==> config.mk <==
export PLATFORM = sky130hd
export DESIGN_NAME = periph_dma_channel
export DESIGN_NICKNAME = d
export VERILOG_FILES = /design/src/rtl/dma_chan_pkg.sv /design/src/rtl/dma_chan_ctrl.sv /design/src/rtl/dma_chan_datapath.sv /design/src/rtl/periph_dma_channel.sv
export SDC_FILE = /design/constraint.sdc
export NUM_CORES = 1
export LEC_CHECK = 0
export ABC_AREA = 1
export BUFFER_PORTS_ARGS = -buffer_cell sky130_fd_sc_hd__buf_2
export CORE_MARGIN = 8
export CORE_UTILIZATION = 44
export CTS_CLUSTER_SIZE = 8
export DETAILED_ROUTE_END_ITERATION = 10
export PLACE_DENSITY_LB_ADDON = 0.1
export SYNTH_ARGS = -nofsm -noshare
export SYNTH_HDL_FRONTEND = slang
export SYNTH_HIERARCHICAL = 1
export SYNTH_SLANG_ARGS = --single-unit
==> constraint.sdc <==
create_clock -name clk -period 5.55 [get_ports clk]
set_input_delay 0.8325 -clock clk [delete_from_list [all_inputs] [get_ports clk]]
set_output_delay 0.8325 -clock clk [all_outputs]
set_load 0.02 [all_outputs]
==> src/rtl/dma_chan_pkg.sv <==
package dma_chan_pkg;
  localparam int REG_AW = 2;

  localparam logic [REG_AW-1:0] OFF_CTRL  = 2'd0;
  localparam logic [REG_AW-1:0] OFF_PADDR = 2'd1;
  localparam logic [REG_AW-1:0] OFF_RADDR = 2'd2;
  localparam logic [REG_AW-1:0] OFF_COUNT = 2'd3;

  localparam int BIT_EN     = 0;
  localparam int BIT_START  = 1;
  localparam int BIT_SWTRIG = 2;
  localparam int BIT_HOLD   = 3;

  // strobes from control to datapath
  typedef struct packed {
    logic rdReq;
    logic wrReq;
    logic step;
  } dpStrobe_t;

  typedef enum logic [1:0] {
    S_IDLE  = 2'd0,
    S_READ  = 2'd1,
    S_WRITE = 2'd2
  } chState_t;
endpackage

==> src/rtl/dma_chan_ctrl.sv <==
module dma_chan_ctrl
  import dma_chan_pkg::*;
#(
  parameter int REG_W = 16
) (
  input  logic              clk,
  input  logic              rstN,
  input  logic              regWr,
  input  logic [REG_AW-1:0] regAddr,
  input  logic [REG_W-1:0]  regWData,
  input  logic              periphTrig,
  input  logic              lastByte,
  output dpStrobe_t         stb,
  output logic              enable,
  output logic              start,
  output logic              dmaIrq
);
  chState_t state;
  logic     pending;
  logic     ctrlWr;
  logic     active;
  logic     trigIn;
  logic     launch;
  logic     finish;

  assign ctrlWr = regWr && (regAddr == OFF_CTRL);
  assign active = enable && start;
  assign trigIn = active && (periphTrig || (ctrlWr && regWData[BIT_SWTRIG]));
  assign launch = (state == S_IDLE) && active && pending;

  always_comb begin
    stb       = '0;
    stb.rdReq = (state == S_READ) && active;
    stb.wrReq = (state == S_WRITE) && active;
    stb.step  = stb.wrReq;
  end

  assign finish = stb.wrReq && lastByte;

  always_ff @(posedge clk) begin
    if (!rstN) begin
      state   <= S_IDLE;
      pending <= 1'b0;
      enable  <= 1'b0;
      start   <= 1'b0;
      dmaIrq  <= 1'b0;
    end else begin
      dmaIrq <= finish;

      case (state)
        S_IDLE:  if (launch) state <= S_READ;
        S_READ:  state <= active ? S_WRITE : S_IDLE;
        default: state <= S_IDLE;
      endcase

      // one pending slot; a new trigger outranks the launch that consumes it
      if (!active)     pending <= 1'b0;
      else if (trigIn) pending <= 1'b1;
      else if (launch) pending <= 1'b0;

      if (ctrlWr) begin
        if (!start) enable <= regWData[BIT_EN];
        start <= regWData[BIT_START];
      end else if (finish) begin
        start <= 1'b0;
      end
    end
  end

  // enable is locked while start is set
  a_r3_enable_locked: assert property (@(posedge clk) disable iff (!rstN)
    (ctrlWr && start) |=> (enable == $past(enable)));

  // every peripheral write directly follows a RAM read
  a_r5_write_after_read: assert property (@(posedge clk) disable iff (!rstN)
    stb.wrReq |-> $past(stb.rdReq));

  // final byte drops start and raises the interrupt
  a_r8_final_stops: assert property (@(posedge clk) disable iff (!rstN)
    (stb.wrReq && lastByte && !ctrlWr) |=> (!start && dmaIrq));

  // no read can begin right after the channel was inactive
  a_r10_stop_quiets_bus: assert property (@(posedge clk) disable iff (!rstN)
    !active |=> !stb.rdReq);
endmodule

==> src/rtl/dma_chan_datapath.sv <==
module dma_chan_datapath
  import dma_chan_pkg::*;
#(
  parameter int REG_W  = 16,
  parameter int ADDR_W = 16,
  parameter int CNT_W  = 16,
  parameter int DATA_W = 8
) (
  input  logic              clk,
  input  logic              rstN,
  input  logic              regWr,
  input  logic [REG_AW-1:0] regAddr,
  input  logic [REG_W-1:0]  regWData,
  output logic [REG_W-1:0]  regRData,
  input  dpStrobe_t         stb,
  input  logic              enable,
  input  logic              start,
  output logic              lastByte,
  output logic              memReq,
  output logic              memWe,
  output logic [ADDR_W-1:0] memAddr,
  output logic [DATA_W-1:0] memWData,
  input  logic [DATA_W-1:0] memRData
);
  localparam logic [CNT_W-1:0] CNT_ONE = CNT_W'(1);

  logic [ADDR_W-1:0] periphAddr;
  logic [ADDR_W-1:0] ramAddr;
  logic [CNT_W-1:0]  byteCount;
  logic              holdRam;

  logic ctrlWr, paddrWr, raddrWr, countWr;

  assign ctrlWr  = regWr && (regAddr == OFF_CTRL);
  assign paddrWr = regWr && (regAddr == OFF_PADDR);
  assign raddrWr = regWr && (regAddr == OFF_RADDR);
  assign countWr = regWr && (regAddr == OFF_COUNT);

  assign lastByte = (byteCount == CNT_ONE);

  always_ff @(posedge clk) begin
    if (!rstN) begin
      periphAddr <= '0;
      ramAddr    <= '0;
      byteCount  <= '0;
      holdRam    <= 1'b0;
    end else begin
      if (stb.step) begin
        if (!holdRam) ramAddr <= ramAddr + ADDR_W'(1);
        byteCount <= byteCount - CNT_ONE;
      end
      if (ctrlWr)  holdRam    <= regWData[BIT_HOLD];
      if (paddrWr) periphAddr <= regWData[ADDR_W-1:0];
      if (raddrWr) ramAddr    <= regWData[ADDR_W-1:0];
      if (countWr) byteCount  <= regWData[CNT_W-1:0];
    end
  end

  assign memReq   = stb.rdReq || stb.wrReq;
  assign memWe    = stb.wrReq;
  assign memAddr  = stb.wrReq ? periphAddr : ramAddr;
  assign memWData = memRData;

  always_comb begin
    regRData = '0;
    case (regAddr)
      OFF_CTRL: begin
        regRData[BIT_EN]    = enable;
        regRData[BIT_START] = start;
        regRData[BIT_HOLD]  = holdRam;
      end
      OFF_PADDR: regRData[ADDR_W-1:0] = periphAddr;
      OFF_RADDR: regRData[ADDR_W-1:0] = ramAddr;
      default:   regRData[CNT_W-1:0]  = byteCount;
    endcase
  end

  // a transfer takes exactly one from the count
  a_r6_count_steps: assert property (@(posedge clk) disable iff (!rstN)
    (stb.step && !countWr) |=> (byteCount == $past(byteCount) - CNT_ONE));

  // RAM address advances only outside hold mode
  a_r6_ram_advance: assert property (@(posedge clk) disable iff (!rstN)
    (stb.step && !raddrWr && !ctrlWr) |=>
      (ramAddr == $past(ramAddr) + ($past(holdRam) ? ADDR_W'(0) : ADDR_W'(1))));

  // the peripheral address survives transfers
  a_r5_paddr_fixed: assert property (@(posedge clk) disable iff (!rstN)
    (stb.step && !paddrWr) |=> $stable(periphAddr));
endmodule

==> src/rtl/periph_dma_channel.sv <==
module periph_dma_channel
  import dma_chan_pkg::*;
#(
  parameter int REG_W  = 16,
  parameter int ADDR_W = 16,
  parameter int CNT_W  = 16,
  parameter int DATA_W = 8
) (
  input  logic              clk,
  input  logic              rstN,
  input  logic              regWr,
  input  logic [1:0]        regAddr,
  input  logic [REG_W-1:0]  regWData,
  output logic [REG_W-1:0]  regRData,
  output logic              memReq,
  output logic              memWe,
  output logic [ADDR_W-1:0] memAddr,
  output logic [DATA_W-1:0] memWData,
  input  logic [DATA_W-1:0] memRData,
  input  logic              periphTrig,
  output logic              dmaIrq
);
  dpStrobe_t stb;
  logic      enable;
  logic      start;
  logic      lastByte;

  dma_chan_ctrl #(.REG_W(REG_W)) uCtrl (
    .clk(clk), .rstN(rstN), .regWr(regWr), .regAddr(regAddr),
    .regWData(regWData), .periphTrig(periphTrig), .lastByte(lastByte),
    .stb(stb), .enable(enable), .start(start), .dmaIrq(dmaIrq)
  );

  dma_chan_datapath #(
    .REG_W(REG_W), .ADDR_W(ADDR_W), .CNT_W(CNT_W), .DATA_W(DATA_W)
  ) uPath (
    .clk(clk), .rstN(rstN), .regWr(regWr), .regAddr(regAddr),
    .regWData(regWData), .regRData(regRData), .stb(stb),
    .enable(enable), .start(start), .lastByte(lastByte),
    .memReq(memReq), .memWe(memWe), .memAddr(memAddr),
    .memWData(memWData), .memRData(memRData)
  );
endmodule

* After elaboration in Yosys (flattened, before gate mapping)
Index checks and enable logic that the tools add are counted.
** Operators by class
- Eq/ne operators :: 8
- Bitwise gates (word level) :: 1
- Reduce and logical (&&, ||, !) cells :: 23
- Add/sub/neg operators :: 2
- Mux-type cells :: 17
** Operator list (number)
- 16-bit 2-to-1 mux :: 6
- 12-bit one-hot mux with 3 select lines :: 1
- 16-bit by 1-bit adder with 16-bit output, second input constant :: 1
- 16-bit by 1-bit equality test with 1-bit output, second input constant :: 1
- 16-bit by 1-bit subtractor with 16-bit output, second input constant :: 1
- 1-bit logical AND :: 12
- 2-bit nonzero test :: 4
- 2-bit equality test, second input constant :: 3
- 1-bit one-hot mux with 3 select lines :: 2
- 2-bit one-hot mux with 3 select lines :: 1
- 2-bit AND reduction :: 3
- 2-bit by 1-bit equality test with 1-bit output, second input constant :: 2
- 2-bit zero test :: 2
- 1-bit 2-to-1 mux :: 4
- 2-bit 2-to-1 mux :: 2
- 2-bit one-hot mux with 2 select lines :: 1
- 1-bit logical OR :: 2
- 2-bit by 1-bit inequality test with 1-bit output, second input constant :: 1
- 2-bit inequality test, second input constant :: 1
- 1-bit NOT :: 1
** Storage, ports and cells
- Output and inout port bits :: 43
- Bits in registers :: 55
- Word-level logic and storage cells :: 60
- Input bits :: 30

* Depth between registers and ports, before layout
Gate-level depths: netlist of the first run.
- Depth in word-level cells :: 6
- Gate-level depth with buffers :: 11
- Gate-level depth less buffers :: 11

* Cells and area by module
Netlist of the first run, hierarchy kept.
** Modules (own cells, without submodules)
- dma_chan_datapath :: cells each 522, area an instance 3248.1 um2, times used 1, sequential area each 980.9 um2
- dma_chan_ctrl :: cells each 38, area an instance 281.5 um2, times used 1, sequential area each 120.1 um2

* Least setup slack after synthesis of the first run
No wires, ideal clock.
- Kind :: register -> output
- Start :: register uCtrl.start
- End :: output memAddr[1]
- Path buffers :: 2
- Setup slack :: 2.799 ns
- Cell stages (with the launch flop) :: 7
- Arrival :: 1.919 ns
- Cells stage by stage :: dfxtp_1 > nand2_2 > nor3_1 > buf_4 > clkbuf_1 > inv_1 > o21ai_0
** RTL lines
- start: declaration :: line dma_chan_ctrl.sv:15 : output logic start,
- start signal: assignment :: line dma_chan_ctrl.sv:63 : start <= regWData[BIT_START];
- end: declaration :: line periph_dma_channel.sv:17 : output logic [ADDR_W-1:0] memAddr,

* Final worst setup path of the first run
- Start :: input regAddr[0]
- End :: output regRData[3]
** Between the ends
- Word-level cells in the longest chain between the ends :: 2
** RTL lines
- start: declaration :: line periph_dma_channel.sv:12 : input logic [1:0] regAddr,
- 2-bit equality test, or another cell as far along :: line dma_chan_datapath.sv:66 : case (regAddr)
- 1-bit one-hot mux with 3 select lines * :: line dma_chan_datapath.sv:66
- end: declaration :: line periph_dma_channel.sv:14 : output logic [REG_W-1:0] regRData,
Every way passes the cells marked *; elsewhere a longest branch is shown, timed or not.

==> results of run 1 <==
-- path summary, 6_finish.rpt --
kind | slack [ns] | depth (start not counted) | end
setup / recovery | 2.48 | 8 | regRData[3]
setup reg to reg | 3.47 | 10 | uPath/ramAddr[11]
hold / removal | 0.46 | 2 | uCtrl/state[0]
hold reg to reg | 0.46 | 2 | uCtrl/state[0]
-- through the flow --
step | util | cells | setup slack (ns)
after floorplan | - | 560 | 2.799
after global placement | 0.4878 | 690 | 2.572
after detailed placement | 0.4878 | 690 | 2.530
after CTS | 0.4987 | 698 | 2.529
after global routing | 0.4987 | 698 | 2.343
final | 0.4987 | 698 | 2.476
-- cell type report --
type / instances / area share
repair buffers: 57 / 0.07429
multi-input cells: 390 / 0.5032
well taps: 102 / 0.03295
clock inverters: 2 / 0.003230
inverters: 86 / 0.08333
clock buffers: 6 / 0.01873
flip-flops and latches: 55 / 0.2842
-- cell usage in the layout, fill, tap and decap left out, types with 4 or more instances in the layout --
cell / netlist / layout
a21oi_1: 38 / 38
a21oi_2: 4 / 4
a31oi_1: 4 / 4
buf_2: 6 / 56
clkbuf_8: 0 / 5
dfxtp_1: 55 / 55
inv_1: 81 / 81
inv_2: 5 / 5
nand2_1: 130 / 130
nand3_1: 46 / 46
nor2_1: 57 / 57
nor3_1: 6 / 5
o21ai_0: 43 / 43
o221ai_1: 13 / 13
o22ai_1: 13 / 13
xor2_1: 7 / 7
-- layer usage --
metal | vias to the layer above | track usage | part of all wire
li1 | 1887 | - | -
met1 | 1747 | 0.2562 | 0.46
met2 | 125 | 0.3228 | 0.46
met3 | 9 | 0.04080 | 0.072
met4 | 0 | 0.04623 | 0.0072
met5 | - | 0 | 0
-- flip-flops by register name, indices dropped and copies added, names as in the netlist --
name	flops
uCtrl/start	1
uPath/ramAddr	16
uPath/periphAddr	16
uCtrl/state	2
uPath/holdRam	1
uCtrl/dmaIrq	1
uCtrl/pending	1
uPath/byteCount	16
uCtrl/enable	1
-- Yosys cell counts, types with 6 or more instances --
master	instances	area share
buf_4	10	0.021
dfxtp_1	55	0.31
nor2_1	57	0.061
inv_1	81	0.086
nor3_1	6	0.0085
nand2_1	130	0.14
a21oi_1	38	0.054
o21ai_0	43	0.061
nand3_1	46	0.065
buf_2	6	0.0085
clkbuf_1	12	0.013
o22ai_1	13	0.023
o221ai_1	13	0.032
xor2_1	7	0.017
-- worst max-delay path: stages --
cell and delay, ns:
buf_2 0.17, inv_1 0.09, nor2_4 0.45, inv_1 0.19, o22ai_1 0.18, a21oi_1 0.06
o21ai_0 0.08, buf_2 0.20
-- cell families (layout without fill, tap and decap cells) --
family / Yosys count / in the layout / synth area share
adders and majority gates: 3 / 3 / 0.01064
xor gates and xnor gates: 7 / 7 / 0.01737
and+or+nand+nor: 255 / 255 / 0.3102
DFF: 55 / 55 / 0.3119
AOI/OAI and AO/OA: 125 / 125 / 0.2127
buffers and inverters: 115 / 151 / 0.1372
-- power by group --
| group | switching [mW] | internal (mW) |
|---|---|---|
| clock | 0.135 | 0.0887 |
| sequential | 0.0122 | 0.409 |
| combinational | 0.110 | 0.0481 |
==> out/metrics.cfg, run 1 <==
[run_status]
outcome = complete, no violations

[pwr]
leakagePower_nw = 1.704
p_per_area_nw_per_um2 = 207.3
vdd_drop_max_v = 0.0001124
power_mw = 0.8029

[setup_path]
startpoint_type = input pin
critical_path_class = in -> out
cp_data_required_time_ns = 4.72
critPathMaxFanout = 26
reg2reg_from = uCtrl/start
worstPathArrival_ns = 2.24
startpoint = regAddr[0]
endpoint_kind = output pin

[logic_synthesis]
synth_cell_types = 32
synth_nets = 593
syn_area_um2 = 3530
syn_avg_cell_area_um2 = 6.303
synth_cells = 560
ys_seq_elements = 55
ys.flop_type = dfxtp_1
synth_edf_count = 0
yosysWarnings = 6
synth-seq-area-share = 0.3119
async_flop_share = 0

[sta]
hold_viol_final = 0
worst_slew_pin_slew_ns = 1.118
fmax_ghz = 0.3254
slew_headroom = 0.2539
drv_slew = 0
finalCriticalPeriod_ns = 3.074
fin_skew_ns = 0.01324
setup_viol = 0
whs_ns = 0.4609
finalSetupTns_ns = 0
rsz0062_at_grt = false
fin_crit_sh = 0.5538

[cts]
holdBufCountCts = 0
h-tree-depth = 2
cts_sinks = 55
path_clk_slew_ns = 0.11
clock_latency_ns = 0.31
cts_resized = 0
cts.path.max_buffers = 2
clockRootBuffer = clkbuf_8
cts_tree = done
post_cts_buffers = 0
cts_buffers = 5

[placement]
io_buffers = 56
globalplace.congestion = 0.8877
place_area_um2 = 3789
post-dp-hpwl_mm = 8.384

[hold_path]
hold_path_startpoint = uCtrl/pending
worstHoldPathType = reg -> reg

[run]
drv_cap = 0

[route]
drt-pass1-iter-count = 6
routed_wl_mm = 11.15
vias = 3768
drc = 0
drt_iter0_markers = 281
drt-vias-per-instance = 5.398
wl_per_cell_um = 15.97
postRouteAntennaNets = 0

[finish]
nFillCells = 842
fin_nets = 628
multi_input_area_um2 = 1949
regArea_um2 = 1101
design_area_um2 = 3874
diodes = 0
syn_to_final_growth_pct = 9.748
drive_above_1_share = 0.1510

[die]
rows = 32
die_area_um2 = 11140
die_h_um = 105.6
start_util = 0.4544
num_io_pins = 73
die_x_um = 105.6
core_area_um2 = 7767

[global_route]
grt_usage = 0.1961
grt_max_degree = 37
antenna_found_initial = 0
grt-ovfl-total = 0
grt_pass1_vias = 3616
grt_first_pass_wirelength_mm = 18.11

Power figures use the tool's default switching activity.
==> run 2: changes to the inputs <==
Settings changed: ABC_AREA 1 to 0.
Clock period 5.55 ns to 2.9 ns, I/O delays scaled along.
==> out/metrics.cfg, run 2 <==
[run_status]
outcome = complete, no violations

[pwr]
vdd_drop_max_v = 0.0002051  ; +82%
seqPwrFrac = 0.544  ; +0.020
clkPwrFrac = 0.285  ; +0.006
intPower_mw = 1.055  ; +93%
p_per_area_nw_per_um2 = 421.6  ; +100%
pwr-share-comb = 0.171  ; -0.026
switching_share = 0.3036  ; -0.01698
leakagePower_nw = 1.374  ; -19%
p_switching_mw = 0.4601  ; +79%

[sta]
setup_viol = 0  ; unchanged
fmax_ghz = 0.3982
finalSetupTns_ns = 0  ; unchanged
slew_headroom = 0.4797  ; +0.2257
setup_ws_ns = 0.3885  ; -2.088 ns
finalCriticalPeriod_ns = 2.511
fin_skew_ns = 0.009210  ; -0.004031 ns
drv_slew = 0  ; unchanged
worst_slew_pin_slew_ns = 0.7805  ; -0.3374 ns
hold_viol_final = 0  ; unchanged
fin_crit_sh = 0.8660
whs_ns = 0.3298  ; -0.1311 ns
rsz0062_at_grt = false

[setup_path]
critPathMaxFanout = 18  ; -31%
critical_path_class = reg -> out
worstPathArrival_ns = 2.08  ; -0.16 ns
r2r_slack_ns = 0.59  ; -2.88 ns
cp_data_required_time_ns = 2.47  ; -2.25 ns
startpoint_type = register
endpoint_kind = output pin

[cts]
cts_tree = done
post_cts_buffers = 0  ; unchanged
cts_sinks = 55  ; unchanged
cts_resized = 0  ; unchanged
clockRootBuffer = clkbuf_8
h-tree-depth = 2  ; unchanged
holdBufCountCts = 0  ; unchanged
path_clk_slew_ns = 0.10  ; about the same
cts.path.max_buffers = 2  ; unchanged
cts_buffers = 5  ; unchanged
clock_latency_ns = 0.32  ; about the same

[logic_synthesis]
netlist_top_cells_area = dfxtp_1 (34%), mux2_2 (7.7%), a21oi_1 (5.9%)
synth_cells = 389  ; -31%
synth_nets = 422  ; -29%
yosysTopAreaCellShare = 0.3428  ; +0.03087
synth-seq-area-share = 0.3428  ; +0.03087
synth_commonest_cells = dfxtp_1 (55), nand2_1 (50), a21oi_1 (38), o21ai_0 (29), mux2_2 (22)
synth_edf_count = 0  ; unchanged
syn_avg_cell_area_um2 = 8.257  ; +31%
ys.flop_type = dfxtp_1
synth_cell_types = 47  ; +47%
ys_seq_elements = 55  ; unchanged
yosysMostFrequentCell = dfxtp_1
async_flop_share = 0  ; unchanged
syn_area_um2 = 3212  ; -9.0%
yosysWarnings = 6  ; unchanged
synth_top_area_cell = dfxtp_1

[die]
core_area_um2 = 7176  ; -7.6%
die_h_um = 101.4  ; -3.9%
die_area_um2 = 10290  ; -7.7%
rows = 31  ; -3.1%
start_util = 0.4476  ; -0.006811
die_x_um = 101.4  ; -3.9%
num_io_pins = 73  ; unchanged

[global_route]
grt_pass1_vias = 2829  ; -22%
grt_first_pass_wirelength_mm = 15.50  ; -14%
antenna_found_initial = 0  ; unchanged
grt_usage = 0.1942  ; -0.001883
grt_max_degree = 27  ; -27%
grt-ovfl-total = 0  ; unchanged

[finish]
fin_nets = 461  ; -27%
layout_common_cells = buf_2 (56), dfxtp_1 (55), nand2_1 (50)
syn_to_final_growth_pct = 11.92
nFillCells = 732  ; -13%
instances_no_fill = 528  ; -24%
drive_above_1_share = 0.2424  ; +0.09142
reg_top3 = uPath/byteCount (16), uPath/periphAddr (16), uPath/ramAddr (16)
multi_input_area_um2 = 1897  ; -2.7%
regArea_um2 = 1101  ; unchanged
final_common_cell = buf_2
diodes = 0  ; unchanged

[route]
drt_iter0_markers = 178  ; -37%
vias = 3006  ; -20%
drt-pass1-iter-count = 4  ; -2
routed_wl_mm = 9.839  ; -12%
wl_per_cell_um = 18.63  ; +17%
drc = 0  ; unchanged
postRouteAntennaNets = 0  ; unchanged
drt-vias-per-instance = 5.693  ; +5.5%

[run]
drv_cap = 0  ; unchanged

[placement]
io_buffers = 56  ; unchanged
place_inst = 520  ; -25%
post-dp-hpwl_mm = 7.002  ; -16%
globalplace.congestion = 0.8787  ; -1.0%
dp_slack_ns = 0.6435  ; -1.887 ns

[hold_path]
worstHoldPathType = in -> reg

## run 2: final cells by class
type | count | area share
Clock inverter | 3 | 0.004177
Inverter | 9 | 0.009398
Tap cell | 99 | 0.03446
Clock buffer | 5 | 0.01914
Timing Repair Buffer | 66 | 0.09885
Multi-Input combinational cell | 291 | 0.5277
Sequential cell | 55 | 0.3063
## run 2: cell families (layout without fill, tap and decap cells)
kind of cell | count (synthesis) | count (layout) | share of synthesized area
simple gates | 135 | 135 | 0.2154
compound gates | 100 | 100 | 0.1874
flops | 55 | 55 | 0.3428
buf+inv | 43 | 83 | 0.06661
mux | 29 | 29 | 0.1106
xor+xnor | 24 | 24 | 0.06545
fa+ha+maj | 3 | 3 | 0.01169
## run 2: worst paths after layout
kind                       from             endpoint  cells past startpoint
setup reg to reg    uCtrl/start  uPath/byteCount[14]                      6
setup / recovery    uCtrl/start           memAddr[9]                      4
hold / removal       periphTrig        uCtrl/pending                      3
hold reg to reg   uCtrl/pending       uCtrl/state[0]                      2
## run 2: power by group through the flow
stage / registers [mW] / logic [mW] / clock network, mW
2_1_floorplan: 0.828 / 0.197 / 0
3_3_place_gp: 0.840 / 0.257 / 0
3_5_place_dp: 0.841 / 0.258 / 0
4_1_cts: 0.824 / 0.259 / 0.445
5_1_grt: 0.830 / 0.286 / 0.476
6_report: 0.824 / 0.259 / 0.432
## run 2: per-layer routing
metal  track usage  up-vias  part of all wire
met5             0        -                 0
met1        0.2584     1427              0.46
met3       0.05017        8             0.079
met4       0.04811        0            0.0090
met2        0.3041       98              0.45
li1              -     1473                 -
## run 2: worst max-delay path, cell delays in order, from the launching register on
cell and delay (ns):
dfxtp_1 0.43, and4b_1 0.49, buf_4 0.32, mux2_2 0.36, buf_2 0.16
## run 2: per-stage QoR
| step | total power [mW] | cell area, um^2 | utilization |
|---|---|---|---|
| 6_report | 1.516 | 3595 | 0.5010 |
| 5_1_grt | 1.592 | 3595 | 0.5010 |
| 4_1_cts | 1.528 | 3595 | 0.5010 |
| 3_5_place_dp | 1.100 | 3511 | 0.4893 |
| 3_3_place_gp | 1.098 | 3511 | 0.4893 |
| 2_1_floorplan | 1.025 | 3212 | - |
